### src/rtl/dcs_pkg.sv
package dcs_pkg;
  typedef enum logic [2:0] {
    CMD_NOP = 3'd0,
    CMD_ACT = 3'd1,
    CMD_RD  = 3'd2,
    CMD_WR  = 3'd3,
    CMD_PRE = 3'd4
  } cmd_e;

  typedef enum logic [1:0] {
    OP_RD    = 2'd0,
    OP_WR    = 2'd1,
    OP_CLOSE = 2'd2
  } op_e;

  typedef enum logic [2:0] {
    S_IDLE,
    S_DECIDE,
    S_PRE,
    S_ACT,
    S_COL
  } seq_state_e;
endpackage

### src/rtl/dcs_bank_track.sv
module dcs_bank_track #(
  parameter int ROW_W = 14,
  parameter int CNT_W = 5,
  parameter int T_RCD = 3,
  parameter int T_RP  = 4,
  parameter int T_RAS = 16
) (
  input  logic             clk,
  input  logic             rst,
  input  logic             act_i,
  input  logic             pre_i,
  input  logic [ROW_W-1:0] row_i,
  output logic             open_o,
  output logic [ROW_W-1:0] row_o,
  output logic             rcd_ok_o,
  output logic             rp_ok_o,
  output logic             ras_ok_o
);
  logic [CNT_W-1:0] rcd_cnt, rp_cnt, ras_cnt;

  always_ff @(posedge clk) begin
    if (rst) begin
      open_o  <= 1'b0;
      row_o   <= '0;
      rcd_cnt <= '0;
      rp_cnt  <= '0;
      ras_cnt <= '0;
    end else begin
      if (act_i) begin
        open_o  <= 1'b1;
        row_o   <= row_i;
        rcd_cnt <= CNT_W'(T_RCD - 1);
        ras_cnt <= CNT_W'(T_RAS - 1);
      end else begin
        if (rcd_cnt != '0) rcd_cnt <= rcd_cnt - 1'b1;
        if (ras_cnt != '0) ras_cnt <= ras_cnt - 1'b1;
      end
      if (pre_i) begin
        open_o <= 1'b0;
        rp_cnt <= CNT_W'(T_RP - 1);
      end else if (rp_cnt != '0) begin
        rp_cnt <= rp_cnt - 1'b1;
      end
    end
  end

  assign rcd_ok_o = (rcd_cnt == '0);
  assign rp_ok_o  = (rp_cnt == '0);
  assign ras_ok_o = (ras_cnt == '0);
endmodule

### src/rtl/dcs_beat_ctr.sv
module dcs_beat_ctr #(
  parameter int BEATS  = 8,
  parameter int BEAT_W = 3
) (
  input  logic              clk,
  input  logic              rst,
  input  logic              clr_i,
  input  logic              inc_i,
  output logic [BEAT_W-1:0] beat_o,
  output logic              last_o
);
  always_ff @(posedge clk) begin
    if (rst || clr_i) beat_o <= '0;
    else if (inc_i)   beat_o <= (last_o) ? '0 : beat_o + 1'b1;
  end

  assign last_o = (beat_o == BEAT_W'(BEATS - 1));
endmodule

### src/rtl/dram_cmd_seq.sv
module dram_cmd_seq import dcs_pkg::*; #(
  parameter int NUM_RANKS = 2,
  parameter int NUM_BANKS = 8,
  parameter int ROW_W     = 14,
  parameter int COL_W     = 11,
  parameter int BEATS     = 8,
  parameter int T_RCD     = 3,
  parameter int T_RP      = 4,
  parameter int T_RAS     = 16,
  localparam int RANK_W   = (NUM_RANKS > 1) ? $clog2(NUM_RANKS) : 1,
  localparam int BANK_W   = (NUM_BANKS > 1) ? $clog2(NUM_BANKS) : 1
) (
  input  logic              clk,
  input  logic              rst,
  input  logic              req_valid,
  output logic              req_ready,
  input  logic [1:0]        req_op,
  input  logic [RANK_W-1:0] req_rank,
  input  logic [BANK_W-1:0] req_bank,
  input  logic [ROW_W-1:0]  req_row,
  input  logic [COL_W-1:0]  req_col,
  output logic [2:0]        cmd_o,
  output logic [RANK_W-1:0] cmd_cs_o,
  output logic [BANK_W-1:0] cmd_bank_o,
  output logic [ROW_W-1:0]  cmd_addr_o,
  output logic              done_o
);
  localparam int SLOT_W = RANK_W + BANK_W;
  localparam int NSLOT  = 1 << SLOT_W;
  localparam int BEAT_W = $clog2(BEATS);
  localparam int HI_W   = COL_W - BEAT_W;
  localparam int TMAX   = (T_RAS > T_RCD) ? ((T_RAS > T_RP) ? T_RAS : T_RP)
                                          : ((T_RCD > T_RP) ? T_RCD : T_RP);
  localparam int CNT_W  = $clog2(TMAX + 1);

  seq_state_e        state;
  op_e               op_q, op_in;
  logic [RANK_W-1:0] rank_q;
  logic [BANK_W-1:0] bank_q;
  logic [SLOT_W-1:0] slot_q;
  logic [ROW_W-1:0]  row_q;
  logic [HI_W-1:0]   colhi_q;
  cmd_e              cmd_q;

  logic [NSLOT-1:0]  open_v, rcd_ok_v, rp_ok_v, ras_ok_v, act_v, pre_v;
  logic [ROW_W-1:0]  row_v [NSLOT];
  logic              issue_pre, issue_act, issue_col, accept;
  logic [BEAT_W-1:0] beat;
  logic              beat_last;

  for (genvar g = 0; g < NSLOT; g++) begin : g_bank
    dcs_bank_track #(
      .ROW_W(ROW_W), .CNT_W(CNT_W),
      .T_RCD(T_RCD), .T_RP(T_RP), .T_RAS(T_RAS)
    ) u_trk (
      .clk      (clk),
      .rst      (rst),
      .act_i    (act_v[g]),
      .pre_i    (pre_v[g]),
      .row_i    (row_q),
      .open_o   (open_v[g]),
      .row_o    (row_v[g]),
      .rcd_ok_o (rcd_ok_v[g]),
      .rp_ok_o  (rp_ok_v[g]),
      .ras_ok_o (ras_ok_v[g])
    );
  end

  dcs_beat_ctr #(.BEATS(BEATS), .BEAT_W(BEAT_W)) u_beat (
    .clk    (clk),
    .rst    (rst),
    .clr_i  (accept),
    .inc_i  (issue_col),
    .beat_o (beat),
    .last_o (beat_last)
  );

  always_comb begin
    op_in = (req_op == 2'd2) ? OP_CLOSE : (req_op == 2'd1) ? OP_WR : OP_RD;
    accept    = req_valid && (state == S_IDLE);
    issue_pre = (state == S_PRE) && ras_ok_v[slot_q];
    issue_act = (state == S_ACT) && rp_ok_v[slot_q];
    issue_col = (state == S_COL) && rcd_ok_v[slot_q];
    act_v = issue_act ? (NSLOT'(1) << slot_q) : '0;
    pre_v = issue_pre ? (NSLOT'(1) << slot_q) : '0;
  end

  always_ff @(posedge clk) begin
    if (rst) begin
      state   <= S_IDLE;
      op_q    <= OP_RD;
      rank_q  <= '0;
      bank_q  <= '0;
      slot_q  <= '0;
      row_q   <= '0;
      colhi_q <= '0;
    end else begin
      case (state)
        S_IDLE: if (accept) begin
          op_q    <= op_in;
          rank_q  <= req_rank;
          bank_q  <= req_bank;
          slot_q  <= {req_rank, req_bank};
          row_q   <= req_row;
          colhi_q <= req_col[COL_W-1:BEAT_W];
          state   <= S_DECIDE;
        end
        S_DECIDE: begin
          if (op_q == OP_CLOSE)             state <= open_v[slot_q] ? S_PRE : S_IDLE;
          else if (!open_v[slot_q])         state <= S_ACT;
          else if (row_v[slot_q] == row_q)  state <= S_COL;
          else                              state <= S_PRE;
        end
        S_PRE: if (issue_pre) state <= (op_q == OP_CLOSE) ? S_IDLE : S_ACT;
        S_ACT: if (issue_act) state <= S_COL;
        S_COL: if (issue_col && beat_last) state <= S_IDLE;
        default: state <= S_IDLE;
      endcase
    end
  end

  always_ff @(posedge clk) begin
    if (rst) begin
      cmd_q      <= CMD_NOP;
      cmd_cs_o   <= '0;
      cmd_bank_o <= '0;
      cmd_addr_o <= '0;
      done_o     <= 1'b0;
    end else begin
      cmd_cs_o   <= rank_q;
      cmd_bank_o <= bank_q;
      done_o     <= issue_col && beat_last;
      if (issue_pre) begin
        cmd_q      <= CMD_PRE;
        cmd_addr_o <= '0;
      end else if (issue_act) begin
        cmd_q      <= CMD_ACT;
        cmd_addr_o <= row_q;
      end else if (issue_col) begin
        cmd_q      <= (op_q == OP_WR) ? CMD_WR : CMD_RD;
        cmd_addr_o <= ROW_W'({colhi_q, beat});
      end else begin
        cmd_q      <= CMD_NOP;
        cmd_addr_o <= '0;
      end
    end
  end

  assign cmd_o     = cmd_q;
  assign req_ready = (state == S_IDLE);
endmodule

### config.mk
export PLATFORM = sky130hd
export DESIGN_NAME = dram_cmd_seq
export DESIGN_NICKNAME = d
export VERILOG_FILES = /design/src/rtl/dcs_pkg.sv /design/src/rtl/dcs_bank_track.sv /design/src/rtl/dcs_beat_ctr.sv /design/src/rtl/dram_cmd_seq.sv
export SDC_FILE = /design/constraint.sdc
export NUM_CORES = 1
export LEC_CHECK = 0
export ABC_AREA = 1
export BUFFER_PORTS_ARGS = -buffer_cell sky130_fd_sc_hd__buf_2
export CAP_MARGIN = 0
export CORE_MARGIN = 2
export CORE_UTILIZATION = 60
export CTS_CLUSTER_DIAMETER = 50
export DETAILED_ROUTE_END_ITERATION = 10
export PLACE_DENSITY = 0.83
export RECOVER_POWER = 100
export SLEW_MARGIN = 20
export SYNTH_ARGS = -nofsm -noshare
export SYNTH_HDL_FRONTEND = slang
export SYNTH_SLANG_ARGS = --single-unit
### constraint.sdc
create_clock -name clk -period 2.8 [get_ports clk]
set_clock_uncertainty 0.2 [all_clocks]
set_input_delay 0.42 -clock clk [delete_from_list [all_inputs] [get_ports clk]]
set_output_delay 0.42 -clock clk [all_outputs]
set_load 0.005 [all_outputs]
# After elaboration in Yosys (flattened, before gate mapping)
# Index checks and enable logic that the tools add are counted.
# totals
out_inout_bits	23
elab_cells	526
n_memories	0
latchBits	0
register_bits	540
rom_bits	0
ram_bits	0
# classes
div_mod_pow	0
add_sub_neg	49
multipliers	0
n_bitwise	2
reduce_logical	187
shift	1
eq_ne	14
n_mux	128
order_cmp	2
# ops
op	count
logical NOT 5 bit	48
nonzero test 5 bit	48
subtractor 5 x 1 -> 5 bit (second input constant)	48
two-way mux 2 bit	69
two-way mux 4 bit	32
nonzero test 2 bit	48
OR reduction 2 bit	33
binary-select mux 14 bit (select 4 bit)	1
two-way mux 14 bit	3
two-way mux 16 bit	2
two-way mux 3 bit	9
binary-select mux 1 bit (select 4 bit)	4
left shift 1 x 4 -> 16 bit (first input constant)	1
case mux 3 bit (5 select lines)	1
equality test 14 bit	1
two-way mux 11 bit	1
equality test 3 x 2 -> 1 bit (second input constant)	2
equality test 3 bit (second input constant)	2
two-way mux 1 bit	6
>= comparator 5 bit (second input constant)	1
logical AND 1 bit	5
< comparator 4 x 5 -> 1 bit (second input constant)	1
inverter 4 -> 5 bit	1
equality test 2 x 1 -> 1 bit (second input constant)	2
11 further kinds	14

# Depth between registers and ports, before layout
# Gate-level depths: netlist of the first run.
# depth
depth_word	9
ltp_mapped	19
mapped_depth_nobuf	17

# Cells and area by module
# A second synthesis of the first run with hierarchy kept.
# hier_totals
cells_unflattened	3667
area_unflattened_um2	26571.7
# modules_own_cells
mod	seq_area_each_um2	area_per_inst_um2	instances	cells_per_inst
dcs_bank_track at g_bank[0].u_trk ...	600.6	1342.5	15	168
dram_cmd_seq	1061.0	4978.5	1	958
dcs_bank_track at g_bank[9].u_trk	600.6	1312.5	1	170
dcs_beat_ctr	60.1	142.6	1	19

# Least setup slack after synthesis of the first run
# Ideal clock, no wire load.
# synth_timing
path_kind	register to register
from	register g_bank[14].u_trk.rp_cnt[0]
to	register g_bank[14].u_trk.row_o[1]
t_required_ns	2.465
slack_ns	0.546
period_less_slack_ns	2.254
t_arrival_ns	1.919
stages_incl_launch_ff	16
setup_ns	0.135
path_cell_list	dfxtp_1 -> inv_1 -> ha_1 -> nand2_1 -> nor2_4 -> o22ai_1 -> a21oi_1 -> nand2_1 -> nand3_1 -> nand2_2 -> nor2_8 -> buf_6 -> nand2_2 -> nand2_1 -> buf_2 -> a22oi_1
# synth_via
elab_chain_len	5
# synth_rtl
element	line_no	rtl
from (decl)	dcs_bank_track.sv:19	logic [CNT_W-1:0] rcd_cnt, rp_cnt, ras_cnt;
from (signal assigned)	dcs_bank_track.sv:40	rp_cnt <= CNT_W'(T_RP - 1);
from (signal assigned)	dcs_bank_track.sv:42	rp_cnt <= rp_cnt - 1'b1;
logical NOT 5 bit	dcs_bank_track.sv:48	assign rp_ok_o = (rp_cnt == '0);
binary-select mux 1 bit (select 4 bit)	dram_cmd_seq.sv:82	issue_act = (state == S_ACT) && rp_ok_v[slot_q];
two-way mux 1 bit (implied by the code)	dram_cmd_seq.sv:82	
logical AND 1 bit	dram_cmd_seq.sv:82	
two-way mux 16 bit	dram_cmd_seq.sv:84	act_v = issue_act ? (NSLOT'(1) << slot_q) : '0;
to (signal assigned)	dcs_bank_track.sv:31	row_o <= row_i;
to (decl)	dcs_bank_track.sv:14	output logic [ROW_W-1:0] row_o,
# No other way between the ends. The select of a mux whose other input is x is not followed.
# A chain may end at the register's enable or synchronous reset.

==> out/results.tsv, run 1 <==
metric	value	unit
status	completed	
synthCells	3283	
path_max_fanout	8	
tightest_slew	0.728	ns
hold_viol_final	0	
critPathRequiredTime	3.15	ns
layout_commonest_cell	nand2_1	
cts_tree	built	
globalplace.congestion	0.939	
ant_nets	0	
finalCritPeriodShare	99.3	%
seqCellArea	10700	µm²
maxSlewViolCount	0	
grt_pass1_vias	22700	
holdWs	0.0111	ns
avgSynthCellArea	7.45	µm²
synth_seq_cells	536	
syn-cell-area	24400	µm²
hpwl	49.9	mm
core_region_area	40000	µm²
setup_viol	0	
io_buffers	53	
vias_per_cell	5.83	
grt_max_degree	90	
r2r-end	cmd_addr_o[6]	
dpl_worst_slack	-0.0715	ns
ctsLongestPathBuffers	3	
drt-initial-drc-count	2076	
vias	23300	
finalWirelength	72.8	mm
grt_overflow	0	
drv_cap	0	
die-area	42400	µm²
internal_power	18.5	mW
synth_cell_type_count	46	
p_sw_share	40.9	%
grt_pass1_wl	115	mm
synth-edff-count	0	
firstDrtPassIters	7	
pwr-share-seq	33.2	%
fin_ws	0.0209	ns
power.density	1100	nW/µm²
worstSetupStartpointType	register	
wl_per_cell	18.2	µm
grt_usage	34.3	%
start_util	61.1	%
worstHoldStart	req_row[2]	
leakage	12.4	nW
drc	0	
critPathArrivalTime	3.13	ns
drive_gt1_share	11.9	%
yosysWarnings	0	
clk_latency	0.64	ns
design_area	28500	µm²
min_to	row_q[2]	
finalPower	31.3	mW
fill_cells	3021	
ioPinCount	57	
seq_area_frac_synth	43.9	%
layout_common_cells	nand2_1 (591), dfxtp_1 (534), a21oi_1 (416)	
rrSetupSlack	0.02	ns
num_rows	73	
die_y	206	µm
fmax	360	MHz
timing.rr.start	bank_q[0]	
cts_buffers	55	
cp-end-kind	register	
synth_fp_nets	3415	
syn_to_final_growth	16.5	%
vdd_drop_max	0.612	mV
cts.sinks	536	
htree_levels	2	
slew_headroom	51.4	%
clock_power_share	23.3	%
min_delay_path_depth	3	
root_buffer	clkbuf_16	
rr_worst_depth	13	
p_comb_share	43.5	%
fin_nets	3565	
min_period	2.78	ns
die_x	206	µm
antenna_found_initial	1	
ys.flop_type	dfxtp_1	
cts.clk_slew.worst_paths	0.07	ns
power.switching	12.8	mW
postPlaceCellArea	26000	µm²
hold_class	in2reg	
multiInputGateArea	11800	µm²
rsz0062_at_grt	yes	
path_class	reg2reg	
async_flop_share	0	%
power groups by stage:
| stage | Clock, mW | Sequential, mW | Combinational (mW) |
|---|---|---|---|
| finish | 7.29 | 10.4 | 13.6 |
| global route | 7.62 | 10.6 | 15.1 |
| CTS | 7.30 | 10.4 | 13.0 |
| detailed placement | 0 | 10.5 | 12.8 |
| global placement | 0 | 10.4 | 12.1 |
| floorplan | 0 | 10.2 | 9.13 |
final cells by class:
class | count | share of cell area [%]
Clock inverter | 17 | 0.589
Sequential cell | 536 | 37.7
Antenna cell | 1 | 0.00879
Tap cell | 525 | 2.31
Clock buffer | 83 | 5.73
Multi-Input combinational cell | 2209 | 41.5
Inverter | 387 | 5.15
Timing Repair Buffer | 244 | 7.03
layer usage:
metal / routed length, µm / GRT usage [%] / share of wire [%] / vias to the layer above
li1: - / - / - / 11000
met1: 28000 / 41.4 / 38 / 10800
met2: 33600 / 57.6 / 46 / 1208
met3: 6810 / 5.86 / 9.3 / 270
met4: 4460 / 20.1 / 6.1 / 0
met5: 0 / 0 / 0 / -
critical path, cell delays in order, from the launching register on:
cell,delay [ns]
dfxtp_4,0.42
inv_2,0.09
nand2_1,0.19
buf_4,0.18
nor2_1,0.06
inv_1,0.14
o21ai_0,0.10
nor2_1,0.20
nand3b_1,0.22
a21boi_1,0.18
nand2_1,0.17
nor2_4,0.20
inv_2,0.13
o22ai_2,0.20
state kept, by name, summed over array words and instances, names as in the netlist:
register              count
bank_q                    2
cmd_addr_o               14
cmd_bank_o                3
cmd_cs_o                  1
cmd_o                     3
colhi_q                   8
done_o                    1
g_bank.u_trk.open_o      16
g_bank.u_trk.ras_cnt     80
g_bank.u_trk.rcd_cnt     80
g_bank.u_trk.row_o      224
g_bank.u_trk.rp_cnt      80
op_q                      2
rank_q                    1
row_q                    14
slot_q                    1
state                     3
u_beat.beat_o             3
per-stage QoR:
| step | setup TNS (ns) | std cells | util, % |
|---|---|---|---|
| 2_1_floorplan | 0 | 3283 | - |
| 3_3_place_gp | -0.129 | 3867 | 65.1 |
| 3_5_place_dp | -0.635 | 3867 | 65.1 |
| 4_1_cts | 0 | 3993 | 70.3 |
| 5_1_grt | -0.283 | 4002 | 71.2 |
| 6_report | 0 | 4002 | 71.2 |
cells by family (layout without fill, tap and decap cells):
kind of cell / after synthesis / in the layout / synth area share (%)
buffers and inverters: 538 / 731 / 8.80
xor gates and xnor gates: 121 / 121 / 4.34
DFF: 536 / 536 / 43.9
and+or+nand+nor: 1232 / 1232 / 21.5
adders and majority gates: 98 / 98 / 5.02
other: 0 / 1 / 0
AOI/OAI and AO/OA: 758 / 758 / 16.5
synth_stat cells (4+ instances only):
library cell / instances / area share (%)
nand3b_1: 9 / 0.28
o21ai_1: 6 / 0.12
or2_1: 4 / 0.10
xnor2_1: 36 / 1.3
inv_1: 367 / 5.6
nand4_1: 25 / 0.64
o2111ai_1: 4 / 0.14
o31ai_1: 7 / 0.21
buf_1: 17 / 0.26
inv_2: 14 / 0.21
a21oi_1: 418 / 8.6
buf_4: 10 / 0.31
nor2_1: 248 / 3.8
clkbuf_1: 64 / 0.98
or3_1: 12 / 0.31
o21ai_0: 227 / 4.6
nand2_2: 9 / 0.23
dfxtp_1: 536 / 44
xor2_1: 85 / 3.0
buf_2: 57 / 1.2
clkinv_1: 6 / 0.092
or2_2: 11 / 0.28
nand3_1: 181 / 3.7
nand2_1: 625 / 9.6
nor2_2: 6 / 0.15
a211oi_1: 13 / 0.40
ha_1: 98 / 5.0
nor3_1: 89 / 1.8
a22oi_1: 42 / 1.3
o22ai_1: 33 / 0.84
worst max-delay path by stage:
stage                                from                   endpoint  slack, ns
2_1_floorplan  g_bank[14].u_trk.rp_cnt[0]  g_bank[14].u_trk.row_o[1]       0.55
3_3_place_gp    g_bank[2].u_trk.rp_cnt[1]  g_bank[15].u_trk.row_o[9]      -0.03
3_5_place_dp    g_bank[2].u_trk.rp_cnt[1]  g_bank[15].u_trk.row_o[4]      -0.07
4_1_cts         g_bank[2].u_trk.rp_cnt[1]  g_bank[13].u_trk.row_o[1]       0.02
5_1_grt                         bank_q[0]                   state[1]      -0.06
6_report                        bank_q[0]              cmd_addr_o[6]       0.02
repair_timing:
item | CTS | global route
hold endpoints to repair | 23 | 0
pin swaps | 1 | 8
endpoints found under the setup margin | 17 | 326
buffers inserted | 2 | 8
hold buffers | 24 | 0
resized for setup | 5 | 91
Power figures use the tool's default switching activity.
==> run 2: changes to the inputs <==
--- a/config.mk
+++ b/config.mk
@@ -17,4 +17,5 @@
 export SLEW_MARGIN = 20
 export SYNTH_ARGS = -nofsm -noshare
 export SYNTH_HDL_FRONTEND = slang
+export SYNTH_HIERARCHICAL = 1
 export SYNTH_SLANG_ARGS = --single-unit
==> run 2 against run 1 <==
Against the previous run:
- first-iteration DRC count grew 54%
- total power grew 3.4%
- sequential power is essentially flat
- the flow now finishes with violations (setup timing)
- routed wire length grew 12%
- non-clock buffer count grew 81
- synthesized cell count grew 12%
- critical endpoint is now cmd_o[0]
- highest routed layer unchanged
- utilization grew 1.4 points
==> out/results.tsv, run 2 <==
metric	value	unit	change
grt_usage	31.1	%	-3.3 points
grt_pass1_wl	118	mm	+2.6%
fin_util	72.6	%	+1.4 points
ant_nets	0		unchanged
rsz0062_at_grt	yes		
path_class	reg2reg		
cts_buffers	58		+5.5%
syn-cell-area	26600	µm²	+8.7%
worstSetupStartpointType	register		
power.switching	13.3	mW	+3.8%
die_y	214	µm	+4.2%
root_buffer	clkbuf_16		
yosysWarnings	6		+6
cts.sinks	536		unchanged
violations	setup timing		
start_util	60.5	%	-0.61 points
fin_cells	4547		+14%
seq_area_frac_synth	40.4	%	-3.5 points
drv_cap	0		unchanged
grt_max_degree	100		+11%
power.density	1020	nW/µm²	-7.6%
firstDrtPassIters	6		-1
hpwl	46.6	mm	-6.6%
vias_per_cell	5.84		+0.20%
vdd_drop_max	0.832	mV	+36%
clk_latency	0.64	ns	about the same
dpl_worst_slack	-0.0630	ns	+0.00849 ns
cts_tree	built		
clock_power_share	24.4	%	+1.1 points
syn_to_final_growth	20.0	%	
cts.clk_slew.worst_paths	0.06	ns	about the same
critPathSlowestCell	dfxtp_4		
die-area	46000	µm²	+8.5%
antenna_found_initial	1		unchanged
ioPinCount	57		unchanged
synth_common_cells	nand2_1 (1160), dfxtp_1 (536), nor2_1 (342), inv_1 (307), a21oi_1 (277)		
hold_class	in2reg		
fmax	345	MHz	-4.1%
die_x	214	µm	+4.2%
setup_viol	38		+38
p_sw_share	41.1	%	+0.17 points
yosys-top-cells-area	dfxtp_1 (40%), nand2_1 (16%), a21oi_1 (5.2%)		
htree_levels	2		unchanged
grt_overflow	0		unchanged
hold_viol_final	0		unchanged
maxSlewViolCount	0		unchanged
synth_most_common_cell	nand2_1		
synth_fp_nets	3767		+10%
vias	26600		+14%
regMostFlops	g_bank.u_trk/row_o		
synthCells	3667		+12%
layout_common_cells	nand2_1 (1149), dfxtp_1 (517), nor2_1 (311)		
synth_top_area_cell	dfxtp_1		
min_period	2.90	ns	+0.119 ns
cp_cell_sequence	inv_4, nor2_4, buf_12, buf_4, nand2_1, nand4_1, nor2_1, o2bb2ai_2, buf_4, nand2_1, nor2_4, inv_2, o31ai_1		
setup_tns	-0.940	ns	-0.940 ns
cp-end-kind	register		
tightest_slew	0.751	ns	+0.0229 ns
io_buffers	53		unchanged
finalWirelength	81.6	mm	+12%
dp_cells	4381		+13%
layout_commonest_cell	nand2_1		
core_region_area	43900	µm²	+9.8%
fin_nets	4007		+12%
synth-edff-count	0		unchanged
status	finished, violations left		
path_max_fanout	9		+1
crit_buf_inv	5		+1
grt_pass1_vias	24100		+6.3%
async_flop_share	0	%	unchanged
avgSynthCellArea	7.25	µm²	-2.7%
num_rows	77		+5.5%
globalplace.congestion	0.930		-1.0%
multiInputGateArea	14000	µm²	+19%
drc	0		unchanged
crit_family	simple AND/OR/NAND/NOR gates		
p_comb_share	44.2	%	+0.7 points
finalPower	32.4	mW	+3.4%
ys.flop_type	dfxtp_1		
drive_gt1_share	21.6	%	+9.7 points
finalCritPeriodShare	104	%	+4.3 points
synth_top_area_share	40.4	%	-3.5 points
slew_headroom	49.8	%	-1.6 points
seqCellArea	10800	µm²	+0.24%
pwr-share-seq	31.4	%	-1.8 points
leakage	13.2	nW	+6.5%
critPathRequiredTime	3.12	ns	-0.03 ns
fin_ws	-0.0984	ns	-0.119 ns
critPathArrivalTime	3.22	ns	+0.09 ns
drt-initial-drc-count	3194		+54%
internal_power	19.1	mW	+3.1%
synth_cell_type_count	47		+2.2%
largest_reg_flops	224		unchanged
wl_per_cell	17.9	µm	-1.4%
fill_cells	3035		+0.46%
synth_seq_cells	536		unchanged
ctsLongestPathBuffers	3		unchanged
crit_path_max_incr_delay	0.41	ns	about the same
run 2: cell count changes in the layout (fill, tap and decap cells not counted), moves of 44 or more:
cell,previous run,this run
nand3_1,180,224
nor3_1,82,16
nand2_1,591,1149
buf_4,141,198
xor2_1,85,32
ha_1,98,46
o21ai_0,221,41
nor2_1,245,311
inv_1,364,280
nor2_2,7,56
a21oi_1,416,268
a21oi_2,2,132
run 2: stage by stage:
| stage | area [µm²] | hold slack [ns] |
|---|---|---|
| floorplan | 26600 | 0.221 |
| global placement | 28500 | 0.225 |
| detailed placement | 28500 | 0.244 |
| CTS | 30800 | 0.00507 |
| global route | 31900 | 0.0892 |
| finish | 31900 | 0.0638 |
run 2: area by class of cell:
type                            instances  area share (%)
Multi-Input combinational cell       2652            44.0
Sequential cell                       536            33.8
Timing Repair Buffer                  325            9.12
Clock buffer                           87            5.46
Inverter                              332            4.55
Tap cell                              592            2.32
Clock inverter                         20           0.695
Timing Repair inverter                  2          0.0785
Antenna cell                            1         0.00785
run 2: power groups by stage:
stage	combinational [mW]	sequential (mW)	clock (mW)
global route	15.5	10.3	8.22
floorplan	8.51	10.0	0
detailed placement	12.2	10.1	0
CTS	12.4	10.0	7.88
global placement	11.8	10.1	0
finish	14.3	10.2	7.90
run 2: what timing repair did:
action,4_1_cts,5_1_grt
resized for setup,2,221
hold buffers,30,0
endpoints found under the setup margin,84,488
endpoints found under the hold margin,35,0
cloned,0,6
buffers inserted,3,19
pin swaps,1,41
run 2: worst min-delay path: stages:
cell and delay (ns):
buf_2 0.10, inv_1 0.07, nor2_1 0.05, o21ai_0 0.15, a21oi_1 0.06
run 2: final timing paths:
kind                                                   from                           to  slack [ns]  depth (start not counted)
worst max-delay path                              bank_q[0]                     cmd_o[0]        -0.1                         13
worst min-delay path                              req_op[1]                      op_q[1]        0.06                          5
worst max register to register                    bank_q[0]                     cmd_o[0]        -0.1                         13
worst min register to register  g_bank[11].u_trk/rcd_cnt[0]  g_bank[11].u_trk/rcd_cnt[0]        0.25                          1
run 2: routing by layer:
| metal | vias up | GRT usage [%] | share of wire [%] |
|---|---|---|---|
| met5 | - | 0 | 0 |
| met3 | 451 | 4.96 | 10 |
| li1 | 12200 | - | - |
| met2 | 1674 | 51.4 | 45 |
| met4 | 0 | 16.6 | 6.9 |
| met1 | 12200 | 39.0 | 37 |
run 2: cell families (layout without fill, tap and decap cells):
| logic type | count (synthesis) | count (layout) | synth area share [%] |
|---|---|---|---|
| fa+ha+maj | 66 | 66 | 3.11 |
| buf+inv | 479 | 766 | 9.43 |
| other cells | 0 | 1 | 0 |
| xor+xnor | 48 | 48 | 1.58 |
| simple gates | 2034 | 2034 | 33.9 |
| flops | 536 | 536 | 40.4 |
| compound gates | 504 | 504 | 11.6 |
